--- src/rtl/mbt_pkg.sv ---
package mbt_pkg;

  typedef enum logic [2:0] {
    ST_IDLE,
    ST_CLAIM,
    ST_RESP,
    ST_DATA,
    ST_HOLD,
    ST_REL
  } tgtState_e;

  // strobes from control to datapath
  typedef struct packed {
    logic latchAddr;
    logic writeBeat;
    logic advance;
  } dpStrobe_t;

  function automatic logic isMemCmd(input logic [3:0] code);
    return (code == 4'b0110) || (code == 4'b0111) || (code == 4'b1100) ||
           (code == 4'b1110) || (code == 4'b1111);
  endfunction

  function automatic logic isCfgCmd(input logic [3:0] code);
    return code[3:1] == 3'b101;
  endfunction

endpackage

--- src/rtl/mbt_dpath.sv ---
module mbt_dpath
  import mbt_pkg::*;
#(
  parameter logic [31:0] MEM_BASE  = 32'h8000_0000,
  parameter int          MEM_WORDS = 4,
  parameter int          CFG_WORDS = 4
) (
  input  logic        clk,
  input  logic        rstN,
  input  logic [31:0] adIn,
  input  logic [3:0]  cbeN,
  input  logic        idSel,
  input  dpStrobe_t   strobe,
  output logic        hit,
  output logic        lastWord,
  output logic [31:0] rdData
);

  localparam int NWORDS  = MEM_WORDS + CFG_WORDS;
  localparam int IDXW    = $clog2(NWORDS);
  localparam int MEM_LSB = $clog2(MEM_WORDS) + 2;

  logic [31:0]     rf [NWORDS];
  logic [IDXW-1:0] idx;
  logic [IDXW-1:0] startIdx;
  logic            inCfg;
  logic            memHit;
  logic            cfgHit;
  logic [31:0]     curWord;

  always_comb begin
    memHit = isMemCmd(cbeN) && (adIn[31:MEM_LSB] == MEM_BASE[31:MEM_LSB]);
    cfgHit = isCfgCmd(cbeN) && idSel && (adIn[1:0] == 2'b00) &&
             (adIn[10:8] == 3'b000) && ({26'd0, adIn[7:2]} < CFG_WORDS);
    hit    = memHit || cfgHit;
    if (cfgHit) startIdx = IDXW'(MEM_WORDS) + IDXW'(adIn[7:2]);
    else        startIdx = IDXW'(adIn[MEM_LSB-1:2]);
  end

  assign lastWord = inCfg ? (idx == IDXW'(NWORDS - 1)) : (idx == IDXW'(MEM_WORDS - 1));
  assign curWord  = rf[idx];
  assign rdData   = curWord;

  always_ff @(posedge clk or negedge rstN) begin
    if (!rstN) begin
      idx   <= '0;
      inCfg <= 1'b0;
    end else if (strobe.latchAddr) begin
      idx   <= startIdx;
      inCfg <= cfgHit;
    end else if (strobe.advance) begin
      idx <= idx + 1'b1;
    end
  end

  always_ff @(posedge clk or negedge rstN) begin
    if (!rstN) begin
      for (int w = 0; w < NWORDS; w++) rf[w] <= '0;
    end else if (strobe.writeBeat) begin
      for (int b = 0; b < 4; b++) begin
        if (!cbeN[b]) rf[idx][8*b +: 8] <= adIn[8*b +: 8];
      end
    end
  end

  // a fully masked write beat leaves its word untouched
  p_masked_beat_r7: assert property (@(posedge clk) disable iff (!rstN)
    strobe.writeBeat && (&cbeN) |=> rf[$past(idx)] == $past(curWord));

  // a configuration claim needs the select line
  p_cfg_select_r4: assert property (@(posedge clk) disable iff (!rstN)
    strobe.latchAddr && hit && isCfgCmd(cbeN) |-> idSel);

endmodule

--- src/rtl/mbt_ctrl.sv ---
module mbt_ctrl
  import mbt_pkg::*;
#(
  parameter int DEVSEL_DLY = 0
) (
  input  logic       clk,
  input  logic       rstN,
  input  logic       frameN,
  input  logic       irdyN,
  input  logic [3:0] cbeN,
  input  logic       busyIn,
  input  logic       errIn,
  input  logic       singleBeat,
  input  logic       hit,
  input  logic       lastWord,
  output dpStrobe_t  strobe,
  output logic       trdyN,
  output logic       devselN,
  output logic       stopN,
  output logic       adOe,
  output logic       ctlOe
);

  tgtState_e  state;
  logic       prevFrameN;
  logic [1:0] cnt;
  logic       wrL, busyL, errL, oneL;
  logic       start, xfer, wrE, busyE, errE, oneE;
  logic       claimNow, respNow, abortNow;

  always_comb begin
    start    = (state == ST_IDLE) && !frameN && prevFrameN;
    xfer     = (state == ST_DATA) && !irdyN && !trdyN;
    wrE      = (state == ST_IDLE) ? cbeN[0]    : wrL;
    busyE    = (state == ST_IDLE) ? busyIn     : busyL;
    errE     = (state == ST_IDLE) ? errIn      : errL;
    oneE     = (state == ST_IDLE) ? singleBeat : oneL;
    claimNow = (start && hit && (DEVSEL_DLY == 0)) || ((state == ST_CLAIM) && (cnt == 2'd1));
    // a read claimed on the address edge must let the turnaround cycle pass
    respNow  = (claimNow && !errE && !((state == ST_IDLE) && !wrE)) ||
               ((state == ST_RESP) && !errL);
    abortNow = (state == ST_RESP) && errL;
    strobe.latchAddr = start;
    strobe.writeBeat = xfer && wrL;
    strobe.advance   = xfer;
  end

  always_ff @(posedge clk or negedge rstN) begin
    if (!rstN) begin
      state      <= ST_IDLE;
      prevFrameN <= 1'b1;
      cnt        <= '0;
      wrL        <= 1'b0;
      busyL      <= 1'b0;
      errL       <= 1'b0;
      oneL       <= 1'b0;
      trdyN      <= 1'b1;
      devselN    <= 1'b1;
      stopN      <= 1'b1;
      adOe       <= 1'b0;
      ctlOe      <= 1'b0;
    end else begin
      prevFrameN <= frameN;
      if (claimNow) devselN <= 1'b0;
      if (respNow) begin
        if (busyE) begin
          stopN <= 1'b0;
          state <= ST_HOLD;
        end else begin
          trdyN <= 1'b0;
          stopN <= !oneE;
          adOe  <= !wrE;
          state <= ST_DATA;
        end
      end else if (claimNow) begin
        state <= ST_RESP;
      end
      case (state)
        ST_IDLE: begin
          if (start && hit) begin
            ctlOe <= 1'b1;
            wrL   <= cbeN[0];
            busyL <= busyIn;
            errL  <= errIn;
            oneL  <= singleBeat;
            if (DEVSEL_DLY != 0) begin
              cnt   <= 2'(DEVSEL_DLY);
              state <= ST_CLAIM;
            end
          end
        end
        ST_CLAIM: if (cnt != 2'd1) cnt <= cnt - 2'd1;
        ST_RESP: begin
          if (abortNow) begin
            devselN <= 1'b1;
            stopN   <= 1'b0;
            state   <= ST_HOLD;
          end
        end
        ST_DATA: begin
          if (xfer) begin
            if (frameN) begin
              trdyN   <= 1'b1;
              devselN <= 1'b1;
              stopN   <= 1'b1;
              adOe    <= 1'b0;
              state   <= ST_REL;
            end else if (!stopN || lastWord) begin
              trdyN <= 1'b1;
              stopN <= 1'b0;
              adOe  <= 1'b0;
              state <= ST_HOLD;
            end
          end
        end
        ST_HOLD: begin
          if (frameN) begin
            trdyN   <= 1'b1;
            devselN <= 1'b1;
            stopN   <= 1'b1;
            adOe    <= 1'b0;
            state   <= ST_REL;
          end
        end
        ST_REL: begin
          ctlOe <= 1'b0;
          state <= ST_IDLE;
        end
        default: state <= ST_IDLE;
      endcase
    end
  end

  p_reserved_ignored_r3: assert property (@(posedge clk) disable iff (!rstN)
    start && ((cbeN == 4'b0100) || (cbeN == 4'b0101) || (cbeN == 4'b1000) ||
              (cbeN == 4'b1001) || (cbeN == 4'b1101)) |=> devselN && !ctlOe);

  p_read_turnaround_r5: assert property (@(posedge clk) disable iff (!rstN)
    start && !cbeN[0] |=> trdyN && !adOe);

  p_trdy_hold_r6: assert property (@(posedge clk) disable iff (!rstN)
    !trdyN && irdyN |=> !trdyN);

  p_devsel_hold_r6: assert property (@(posedge clk) disable iff (!rstN)
    !devselN && !trdyN && irdyN |=> !devselN);

  p_trdy_needs_devsel_r2: assert property (@(posedge clk) disable iff (!rstN)
    !trdyN |-> !devselN);

  p_stop_hold_r13: assert property (@(posedge clk) disable iff (!rstN)
    !stopN && !frameN |=> !stopN);

endmodule

--- src/rtl/mux_bus_target.sv ---
module mux_bus_target
  import mbt_pkg::*;
#(
  parameter logic [31:0] MEM_BASE   = 32'h8000_0000,
  parameter int          MEM_WORDS  = 4,
  parameter int          CFG_WORDS  = 4,
  parameter int          DEVSEL_DLY = 0
) (
  input  logic        clk,
  input  logic        rstN,
  input  logic        frameN,
  input  logic        irdyN,
  input  logic        idSel,
  input  logic [31:0] adIn,
  input  logic [3:0]  cbeN,
  input  logic        busyIn,
  input  logic        errIn,
  input  logic        singleBeat,
  output logic [31:0] adOut,
  output logic        adOe,
  output logic        trdyN,
  output logic        devselN,
  output logic        stopN,
  output logic        ctlOe
);

  dpStrobe_t   strobe;
  logic        hit;
  logic        lastWord;
  logic [31:0] rdData;

  mbt_ctrl #(.DEVSEL_DLY(DEVSEL_DLY)) u_ctrl (
    .clk(clk), .rstN(rstN), .frameN(frameN), .irdyN(irdyN), .cbeN(cbeN),
    .busyIn(busyIn), .errIn(errIn), .singleBeat(singleBeat),
    .hit(hit), .lastWord(lastWord), .strobe(strobe),
    .trdyN(trdyN), .devselN(devselN), .stopN(stopN), .adOe(adOe), .ctlOe(ctlOe)
  );

  mbt_dpath #(.MEM_BASE(MEM_BASE), .MEM_WORDS(MEM_WORDS), .CFG_WORDS(CFG_WORDS)) u_dpath (
    .clk(clk), .rstN(rstN), .adIn(adIn), .cbeN(cbeN), .idSel(idSel),
    .strobe(strobe), .hit(hit), .lastWord(lastWord), .rdData(rdData)
  );

  assign adOut = adOe ? rdData : '0;

endmodule

--- config.mk ---
export PLATFORM = sky130hd
export DESIGN_NAME = mux_bus_target
export DESIGN_NICKNAME = d
export VERILOG_FILES = /design/src/rtl/mbt_pkg.sv /design/src/rtl/mbt_dpath.sv /design/src/rtl/mbt_ctrl.sv /design/src/rtl/mux_bus_target.sv
export SDC_FILE = /design/constraint.sdc
export NUM_CORES = 1
export LEC_CHECK = 0
export ABC_AREA = 1
export BUFFER_PORTS_ARGS = -buffer_cell sky130_fd_sc_hd__buf_4
export CAP_MARGIN = 10
export CORE_MARGIN = 4
export CORE_UTILIZATION = 35
export DETAILED_ROUTE_END_ITERATION = 16
export SKIP_CTS_REPAIR_TIMING = 1
export SLEW_MARGIN = 20
export SYNTH_ARGS = -nofsm -noshare
export SYNTH_HDL_FRONTEND = slang
export SYNTH_SLANG_ARGS = --single-unit
--- constraint.sdc ---
create_clock -name clk -period 2 [get_ports clk]
set_input_delay 0.3 -clock clk [delete_from_list [all_inputs] [get_ports clk]]
set_output_delay 0.3 -clock clk [all_outputs]
set_load 0.02 [all_outputs]
# Word-level counts from Yosys, hierarchy flattened
# Index checks and enable logic that the tools add are counted.
# W data, S select, Z words.
[op_classes]
n_addsub = 3
muxes = 69
reduce_logical = 44
n_eq_ne = 17
bitwise = 1
magnitude_cmp = 3
[op_table]
columns = ["cell", "n"]
rows = [
  ["$mux W256", 7],
  ["$bwmux W256", 4],
  ["$demux W32 S3", 4],
  ["$mux W32", 4],
  ["$bmux W32 S3", 1],
  ["$mux W3", 11],
  ["$mux W1", 29],
  ["$eq A28 B28 Y1 const B", 1],
  ["$mux W24", 1],
  ["$logic_and A1 B1 Y1", 18],
  ["$mux W16", 1],
  ["$eq A3 B3 Y1 const B", 4],
  ["$eq A4 B4 Y1 const B", 3],
  ["$pmux W3 S4", 1],
  ["$eq A3 B2 Y1 const B", 3],
  ["$logic_not A1 Y1", 9],
  ["$eq A4 B3 Y1 const B", 2],
  ["$logic_or A1 B1 Y1", 8],
  ["$mux W8", 1],
  ["$logic_not A3 Y1", 2],
  ["$lt A6 B3 Y1 const B", 1],
  ["$pmux W1 S2", 3],
  ["$pmux W1 S3", 2],
  ["$reduce_and A2 Y1", 3],
  ["other kinds (13)", 14],
]
[word_totals]
out_inout_bits = 37
wordCells = 159
input_bits = 44
register_bits = 275

# Depth between registers and ports, before layout
# Gate-level depths: netlist of the first run.
[logic_depth]
ltp_word = 17
ltp_mapped = 13
depth_no_buf = 13

# Modules after synthesis
# From an unflattened synthesis of the first run, not the netlist that was laid out.
[unflattened]
hier_cells = 1594
hier_area_um2 = 13027.5
[modules_own_cells]
columns = ["mod", "seq_area_each_um2", "cells_per_inst", "area_each_um2", "instances"]
rows = [
  ["mbt_dpath", 6506.2, 1400, 11750.0, 1],
  ["mbt_ctrl", 380.4, 127, 1003.5, 1],
  ["mux_bus_target", 0.0, 67, 274.0, 1],
]

# Least setup slack after synthesis of the first run
# OpenSTA, ideal clock, no wires.
[synth_path]
path_kind = "flip-flop to output port"
startpoint = "register u_dpath.idx[0]"
endpoint = "output port adOut[31]"
n_path_buf = 1
setup_slack_ns = -0.122
arrival_time_ns = 1.822
required_time_ns = 1.700
path_stages_with_launch = 7
path_cell_list = "dfrtp_1 -> inv_1 -> nand3_2 -> clkinv_1 -> clkbuf_1 -> a22oi_1 -> a31oi_1"
[synth_between]
elab_chain_cells = 5
[synth_rtl]
columns = ["element", "line", "source"]
rows = [
  ["start: declaration", "mbt_dpath.sv:24", "logic [IDXW-1:0] idx;"],
  ["start signal: assignment", "mbt_dpath.sv:49", "idx <= startIdx;"],
  ["start signal: assignment", "mbt_dpath.sv:52", "idx <= idx + 1'b1;"],
  ["$not A3 Y4 (not written as such)", "mbt_dpath.sv:41", "assign curWord = rf[idx];"],
  ["$bmux W32 S3", "mbt_dpath.sv:41", ""],
  ["$mux W32 (not written as such) (2 in a row)", "mbt_dpath.sv:41", ""],
  ["$mux W32", "mux_bus_target.sv:44", "assign adOut = adOe ? rdData : '0;"],
  ["end: declaration", "mux_bus_target.sv:19", "output logic [31:0] adOut,"],
]
# Every way passes these cells. The select of a mux whose other input is x is not followed.

# Final worst setup path of the first run
[layout_path]
startpoint = "register u_dpath.idx[0]"
endpoint = "output port adOut[14]"
# Same word-level chain as after synthesis.

==> results summary, run 1 <==
For this run, the slowest stage of the critical path takes 410 ps. The final-report hold violation count is 10. Using the TritonRoute via totals, the vias-per-cell ratio works out to 5.20. The Yosys step of the flow raised 0 warnings. The transition time at the pin with the least slew margin is 532 ps. The number of slew-limit violations in the final report came out at 0. The number of enable-type register cells in the synthesized netlist came out at 0.

From synthesis to final layout, the design area changed by 36.7%. The share of the synthesized area in the top cell type is 55.9%. After routing the design area is 16,600 um^2. For the worst setup path, the data required time is 1700 ps. The overall power came out at 17.1 mW. The leakage power summed over all cells is 7.54 nW. Routability-driven placement finished with a final weighted congestion of 0.868. After the first detailed-routing iteration, the DRC count stood at 969. The die outline height is 194 um. The clock tree from TritonCTS is built. The detailed-placement wirelength estimate came out at 25,400 um. The mean post-synth cell area is 8.91 um^2. The antenna diode count is 0. The top-level I/O count is 81. Summing every instance area after synthesis gives 12,100 um^2. The clock-pin slew on the worst setup and hold paths is 60 ps. The final-layout worst hold slack is -31.0 ps. Setup violations remaining at the end of the flow were counted as 32. The register bit count reported by yosys is 275. During placement, the flow inserted port buffers numbering 80. The cell that appears most often on the critical path is sky130_fd_sc_hd__buf_4.

The hold path startpoint is adIn[6]. The horizontal die dimension is 194 um. Traced cell by cell, the critical path runs through inv_2, buf_4, nand3_4, buf_8, o22ai_1, a221oi_2, a21oi_2, buf_4.

The number of iterations in the first detailed-routing pass came out at 6. In this run the number of H-tree levels came out at 1. The share of the cycle needed by the critical path after routing came out at 125%. Counting I/O delays and the setup requirement, the final critical path takes 2500 ps. Power spread over the standard cell area amounts to 1030 nW/um^2. The startpoint of the worst setup timing path is u_dpath.idx[0]$_DFFE_PN0P_. The path class of the tightest hold or removal check is in2reg.

Summing the sequential cell areas from Yosys gives 56.8% of the chip area. The run finished, with violations left. At the end of the flow the core is filled with cells to 49.0%. By area the synthesized netlist is led by sky130_fd_sc_hd__dfrtp_1 56%, sky130_fd_sc_hd__nand2_1 12%, sky130_fd_sc_hd__o21ai_0 10%. Setup repair after global routing could not meet its margin everywhere.

The critical path is of the reg2out type. The placement row count came out at 67. The instance area at placement came out at 14,200 um^2.

The register cell area after layout came out at 6890 um^2. In the post-route analysis, the smallest setup slack over all paths is -505 ps. The initial antenna violation count is 0. Between clock sinks in the finished design, the worst skew comes to 9.72 ps. The global routing usage summed across all routing layers is 19.3%. In the final routed layout, each cell accounts on average for 19.3 um. The number of DRC violations after detailed routing came out at 0. The maximum vdd drop came out at 849 uV. For the worst-skew pair, the clock arrives at the later sink with an insertion delay of 560 ps. For this block, the via count after detailed routing is 10,700. The maximum fanout along the worst path came out at 10. At the end of the flow, the number of nets in the layout was 1,624.

The leftover overflow at the end of global routing is 0. The worst pin sits at a relative slew slack of 64.2%. The share of cells above drive strength 1 came out at 26.7%. The pin count of the biggest net entering global routing came out at 56. The initial utilization of the core area, before any placement, comes to 35.8%. The endpoint arrival time on the critical path is 2200 ps. The cell count after synthesis came out at 1,361.

The first global-routing pass estimated 59,100 um of wire. The area of the multi-input gates came out at 5140 um^2. The most instantiated flip-flop cell in the synthesis netlist is sky130_fd_sc_hd__dfrtp_1. The number of unique standard cell types used by synthesis came out at 47. The cell with the largest stage delay on the worst path is sky130_fd_sc_hd__dfrtp_1. The region available for standard cell placement spans 33,900 um^2. In this run the remaining antenna-violating nets after routing total 0. The maximum root-to-sink buffer count came out at 3. The detailed-route wire length came out at 39,400 um. The worst setup path is launched from a flip-flop. The area enclosed by the die boundary came out at 37,700 um^2. The total negative slack for setup checks is -14,350 ps.

When the netlist entered floorplanning its net count stood at 1,407. The final reports fail on negative hold slack, negative setup slack. The number of global-route vias before repair is 10,300. The startpoint identified for the worst register-to-register timing path is u_ctrl.state[2]$_DFF_PN0_.

The max-cap check violation count came out at 0. The total CTS buffers is 31. Based on the critical path, the design can be clocked at up to 0.399 GHz.

The number of filler instances in the final layout came out at 3,126. The post-synthesis async set-or-reset flop share is 100%. The kind of end point of the critical path is an output pin. The biggest area contributor in the post-synthesis netlist is sky130_fd_sc_hd__dfrtp_1. Clock tree synthesis found a total of 275 sinks.

The cell sitting at the root of the clock tree is a sky130_fd_sc_hd__clkbuf_16.
## layout make-up
cell class	instances	area share (%)
clock buffers	48	5.61
clock inverters	6	0.347
inverters	116	2.88
multi-input cells	910	31.0
flip-flops and latches	275	41.6
well taps	448	3.38
repair buffers	244	15.2
## critical path, delay by kind of cell (launching register included)
kind / cells / cell delay [ps]
buf+inv: 4 / 660
compound gates: 3 / 460
flops: 1 / 410
simple gates: 1 / 100
## synth_stat cells (2+ instances only)
library cell	instances
sky130_fd_sc_hd__o21ai_1	4
sky130_fd_sc_hd__clkinv_1	7
sky130_fd_sc_hd__a41oi_1	13
sky130_fd_sc_hd__clkbuf_1	30
sky130_fd_sc_hd__nand2_1	374
sky130_fd_sc_hd__nand4_1	3
sky130_fd_sc_hd__buf_2	16
sky130_fd_sc_hd__nand3_2	3
sky130_fd_sc_hd__a221oi_1	34
sky130_fd_sc_hd__a31oi_1	11
sky130_fd_sc_hd__nand2_2	10
sky130_fd_sc_hd__nor2_8	2
sky130_fd_sc_hd__buf_4	8
sky130_fd_sc_hd__o22ai_1	6
sky130_fd_sc_hd__a22oi_1	23
sky130_fd_sc_hd__o21ai_0	243
sky130_fd_sc_hd__inv_1	104
sky130_fd_sc_hd__a22o_1	2
sky130_fd_sc_hd__o211ai_1	2
sky130_fd_sc_hd__a211oi_1	7
sky130_fd_sc_hd__dfrtp_1	271
sky130_fd_sc_hd__o2111a_1	5
sky130_fd_sc_hd__buf_1	5
sky130_fd_sc_hd__ha_1	2
sky130_fd_sc_hd__nor3_1	2
sky130_fd_sc_hd__nor2_4	11
sky130_fd_sc_hd__nor2_1	72
sky130_fd_sc_hd__nand3_1	18
sky130_fd_sc_hd__nand3b_1	2
sky130_fd_sc_hd__mux2_2	2
sky130_fd_sc_hd__a21oi_1	47
sky130_fd_sc_hd__dfstp_2	4
sky130_fd_sc_hd__inv_2	4
## placed cells by master, fill, tap and decap left out, drive strengths merged, types with 2 or more instances in the layout
| cell type | netlist | final |
|---|---|---|
| nand2 | 384 | 384 |
| dfrtp | 271 | 271 |
| o21ai | 247 | 247 |
| buf | 30 | 223 |
| inv | 109 | 113 |
| nor2 | 86 | 86 |
| clkbuf | 30 | 55 |
| a21oi | 48 | 48 |
| a221oi | 34 | 34 |
| a22oi | 23 | 23 |
| nand3 | 21 | 21 |
| dlygate4sd3 | 0 | 14 |
| a41oi | 13 | 13 |
| a31oi | 11 | 11 |
| a211oi | 7 | 7 |
| clkinv | 7 | 7 |
| o22ai | 6 | 6 |
| o2111a | 5 | 5 |
| dfstp | 4 | 4 |
| nand4 | 3 | 3 |
| nor3 | 3 | 3 |
| nand3b | 2 | 2 |
| o211ai | 2 | 2 |
| a22o | 2 | 2 |
| mux2 | 2 | 2 |
| ha | 2 | 2 |
## flip-flops by register name, summed over array words and instances, names as in the netlist, 2 cells and up
| register | cells |
|---|---|
| u_ctrl.cnt | 2 |
| u_dpath.idx | 3 |
| u_dpath.rf | 256 |
| u_ctrl.state | 3 |
## cell families (layout without fill, tap and decap cells)
logic type / Yosys count / after routing / share of synthesized area [%]
simple gates: 503 / 503 / 17.4
mux: 2 / 2 / 0.186
flops: 275 / 275 / 56.8
xor+xnor: 1 / 1 / 0.0723
fa+ha+maj: 2 / 2 / 0.206
compound gates: 402 / 402 / 19.4
buf+inv: 176 / 414 / 5.94
## power breakdown
| group | internal, mW | leakage (nW) | switching [mW] |
|---|---|---|---|
| clock network | 3.28 | 0.486 | 2.25 |
| registers | 5.77 | 3.66 | 0.186 |
| logic | 2.36 | 3.40 | 3.23 |
## path summary, 6_finish.rpt
path | endpoint | slack [ps] | cells past startpoint
max | adOut[14] | -500 | 8
min | u_dpath.rf[230]$_DFFE_PN0P_ | -30 | 3
max reg2reg | u_dpath.rf[229]$_DFFE_PN0P_ | 60 | 11
min reg2reg | u_ctrl.cnt[0]$_DFFE_PN0P_ | 480 | 1
max in group asynchronous | u_dpath.rf[92]$_DFFE_PN0P_ | 1040 | 3
min in group asynchronous | u_dpath.rf[254]$_DFFE_PN0P_ | 280 | 2
## through the flow
stage          worst slack [ps]  cells  hold WS, ps
6_report                   -505   2047        -31.0
3_5_place_dp              -71.4   1942          278
3_3_place_gp              -58.3   1942          279
2_1_floorplan              1.35   1361         4.41
5_1_grt                    -580   2047         1.43
4_1_cts                    -667   1996         -309
## metal layers
| metal | vias up | global-route usage, % | share of wire (%) |
|---|---|---|---|
| li1 | 5011 | - | - |
| met1 | 5249 | 27.4 | 44 |
| met2 | 328 | 32.0 | 47 |
| met3 | 62 | 2.80 | 6.0 |
| met4 | 0 | 3.88 | 2.1 |
| met5 | - | 0 | 0 |
No activity file was read; power rests on OpenSTA's default activity.
==> run 2, diff against run 1 <==
--- a/config.mk
+++ b/config.mk
@@ -8,9 +8,12 @@
 export ABC_AREA = 1
 export BUFFER_PORTS_ARGS = -buffer_cell sky130_fd_sc_hd__buf_4
 export CAP_MARGIN = 10
+export CELL_PAD_IN_SITES_DETAIL_PLACEMENT = 1
+export CELL_PAD_IN_SITES_GLOBAL_PLACEMENT = 1
 export CORE_MARGIN = 4
 export CORE_UTILIZATION = 35
 export DETAILED_ROUTE_END_ITERATION = 16
+export PLACE_DENSITY_LB_ADDON = 0.1
 export SKIP_CTS_REPAIR_TIMING = 1
 export SLEW_MARGIN = 20
 export SYNTH_ARGS = -nofsm -noshare
==> run 2 against run 1 <==
  * The run still ends with negative hold slack, negative setup slack left
  * Via count barely moved
  * Clock power rose by 5.2%
  * Critical path depth rose by 2
  * First-iteration DRC count fell by 34%
  * Sequential power barely moved
  * Count of clock-buffer cells in the layout rose by 2
  * Non-clock buffer count rose by 23
  * Clock skew rose by 6.1 ps
  * Sequential share of layout area fell by 0.20 points
  * Global-route usage rose by 2.0 points
  * Power rose by 1.0%
  * Register-to-register slack improved by 20 ps
  * Critical path type unchanged
  * Highest routed layer unchanged
==> results summary, run 2 (synthesized netlist as in run 1, its figures left out) <==
The flow ran to the end, but the final reports show violations. The checks that failed: negative hold slack, negative setup slack. The switching power total is 5.71 mW (+0.78%). The worst hold path belongs to the class in2reg. The longest individual stage delay on the worst path is 480 ps (+70 ps). The worst relative slew slack came out at 64.8% (+0.58 points). The source-to-sink clock delay at the later pin of the worst-skew pair came out at 560 ps (about the same). The number of flip-flops under the largest register name came to 256 (unchanged).

The number of buffers added on ports was 80 (unchanged). The top-level I/O count came out at 81 (unchanged). The transition time at the pin with the least slew margin is 523 ps (-8.54 ps).

The required time of the critical path is 1700 ps (about the same). Setup repair after global routing could not meet its margin everywhere. The final net count is 1,647 (+1.4%). The combinational fraction of design power was 31.7% (-1.0 points). The final-layout worst hold slack came out at -4.23 ps (+26.8 ps). The utilization after layout was 49.2% (+0.24 points).

The initial antenna violation count is 0 (unchanged). Traced cell by cell, the critical path runs through inv_2, nand3_1, inv_2, buf_6, buf_12, nand2_1, o21ai_1, a221oi_1, a21oi_1, buf_4. The area of the placeable core was 33,900 um^2 (unchanged).

The number of endpoints failing setup at the final stage is 32 (unchanged). The maximum fanout along the worst path came out at 8 (-2). The minimum setup slack after placement came out at -99.5 ps (-28.1 ps). The clock power share came out at 33.8% (+1.4 points).

The total via count after detailed routing is 10,600 (-0.0094%). The global routing usage summed across all routing layers is 21.4% (+2.0 points). The total internal power came out at 11.5 mW (+1.1%). The fraction of power spent switching nets is 33.1% (-0.074 points). The worst setup path is launched from a flip-flop. The final-report hold violation count is 2 (-8). The number of global-route vias before repair is 11,000 (+6.8%). The fraction of power consumed by sequential logic was 34.6% (-0.3 points). The detailed-route wire length is 42,400 um (+7.4%). The maximum vdd drop is 780 uV (-8.2%). The die outline height was 194 um (unchanged).

The instance area at placement is 14,400 um^2 (+1.6%). TritonCTS built the clock tree. The share of the cycle needed by the critical path after routing was 128% (+3.0 points). The worst-case clock skew is 15.8 ps (+6.08 ps).

The power per standard cell area came out at 1040 nW/um^2 (+0.51%). The first-iteration detailed-routing DRC count is 636 (-34%). The number of H-tree levels came out at 1 (unchanged). The setup path with the least slack is of type reg2out.

The max-cap check violation count is 0 (unchanged). The overall power came to 17.3 mW (+1.0%). The share of cells above drive strength 1 is 26.9% (+0.22 points). The worst path setup slack after routing was -564 ps (-59.3 ps). The total negative slack for setup checks came out at -15,060 ps (-713 ps). In the final layout, the registers with the most flip-flops are u_dpath.rf x256, u_ctrl.state x3, u_dpath.idx x3. The maximum root-to-sink buffer count is 3 (unchanged).

The placement row count is 67 (unchanged). The total CTS buffers came to 31 (unchanged). The leakage power summed over all cells is 7.60 nW (+0.81%). The number of filler instances in the final layout came to 3,837 (+23%).

The number of iterations in the first detailed-routing pass is 5 (-1). The number of slew-limit violations in the final report is 0 (unchanged). The library cells used most frequently in the layout, excluding fill and tap cells, are 360 x sky130_fd_sc_hd__nand2_1, 268 x sky130_fd_sc_hd__dfrtp_1, 232 x sky130_fd_sc_hd__o21ai_0, 187 x sky130_fd_sc_hd__buf_4, 97 x sky130_fd_sc_hd__inv_1.

Leaving out fill and tap cells, the most frequent cell in the layout is sky130_fd_sc_hd__nand2_1. The number of DRC violations after detailed routing came out at 0 (unchanged). The horizontal die dimension came out at 194 um (unchanged).

The number of routed nets with antenna violations came out at 0 (unchanged). From synthesis to final layout, the design area changed by 37.4%. The area enclosed by the die boundary came out at 37,700 um^2 (unchanged). The final instance area came to 16,700 um^2 (+0.48%). The detailed-placement wirelength estimate is 28,600 um (+12%). The clock-pin slew on the worst setup and hold paths came out at 60 ps (about the same). The number of standard cells in the layout, taps in and fillers out is 2,071 (+1.2%). The most numerous cell type found on the critical path is sky130_fd_sc_hd__inv_2.

The shortest clock period the worst path allows after layout is 2560 ps (+59.3 ps). The pin count of the biggest net entering global routing is 67 (+20%). The peak clock frequency supported by timing came out at 0.390 GHz (-2.3%). STA classifies the critical path endpoint as an output pin. The cell count after placement was 1,967 (+1.3%). The antenna diode count came out at 0 (unchanged).

The weighted congestion reported at the end of routability-driven placement came out at 0.787 (-9.3%). The number of sinks handled by clock tree synthesis came out at 275 (unchanged). The routed length per placed instance is 20.5 um (+6.2%).

The leftover overflow at the end of global routing is 0 (unchanged). More flip-flops sit in one register than any other, and that register is u_dpath.rf. The cell with the largest stage delay on the worst path is sky130_fd_sc_hd__dfrtp_2. The first-pass GRT wire length is 64,800 um (+9.5%). Clock tree synthesis selected as its root buffer the cell sky130_fd_sc_hd__clkbuf_16. The via count normalized by instance count came to 5.14 (-1.2%). The endpoint arrival time on the critical path came out at 2260 ps (+60 ps). The effective utilization at floorplan is 35.8% (unchanged).
[run 2: power groups by stage]
stage	registers [mW]	logic, mW	clock network, mW
floorplan	6.01	1.86	0
global placement	6.00	4.38	0
detailed placement	6.01	4.42	0
CTS	5.91	4.44	5.95
global route	5.98	5.85	6.20
finish	5.96	5.47	5.82
[run 2: layer usage]
layer / routed length, um / up-vias / track usage (%)
li1: - / 5055 / -
met1: 20400 / 5388 / 31.3
met2: 19900 / 158 / 34.3
met3: 1460 / 48 / 2.64
met4: 684 / 0 / 4.51
met5: 0 / - / 0
[run 2: path summary, 6_finish.rpt]
| path | slack, ps | cells after the start | endpoint | start |
|---|---|---|---|---|
| worst max-delay path | -560 | 10 | adOut[27] | u_dpath.idx[1]$_DFFE_PN0P_ |
| worst min-delay path | -4 | 3 | u_dpath.rf[105]$_DFFE_PN0P_ | adIn[9] |
| worst max register to register | 80 | 12 | u_dpath.rf[163]$_DFFE_PN0P_ | u_ctrl.state[2]$_DFF_PN0_ |
| worst min register to register | 490 | 2 | u_dpath.rf[121]$_DFFE_PN0P_ | u_dpath.rf[121]$_DFFE_PN0P_ |
| max in group asynchronous | 1080 | 3 | u_dpath.rf[153]$_DFFE_PN0P_ | rstN |
| min in group asynchronous | 200 | 2 | u_dpath.rf[215]$_DFFE_PN0P_ | rstN |
[run 2: worst max-delay path, delay by kind of cell, from the launching register on]
kind / cells / cell delay, ps
buf+inv: 5 / 610
flops: 1 / 480
simple gates: 2 / 150
compound gates: 3 / 470
[run 2: layout make-up]
cell class	instances	area (um^2)	area share (%)
clock buffer	50	957	5.75
clock inverter	5	75.1	0.451
inverter	116	464	2.79
multi-input combinational	910	5100	30.6
sequential	275	6890	41.4
tap	448	561	3.36
timing repair buffer	267	2610	15.7
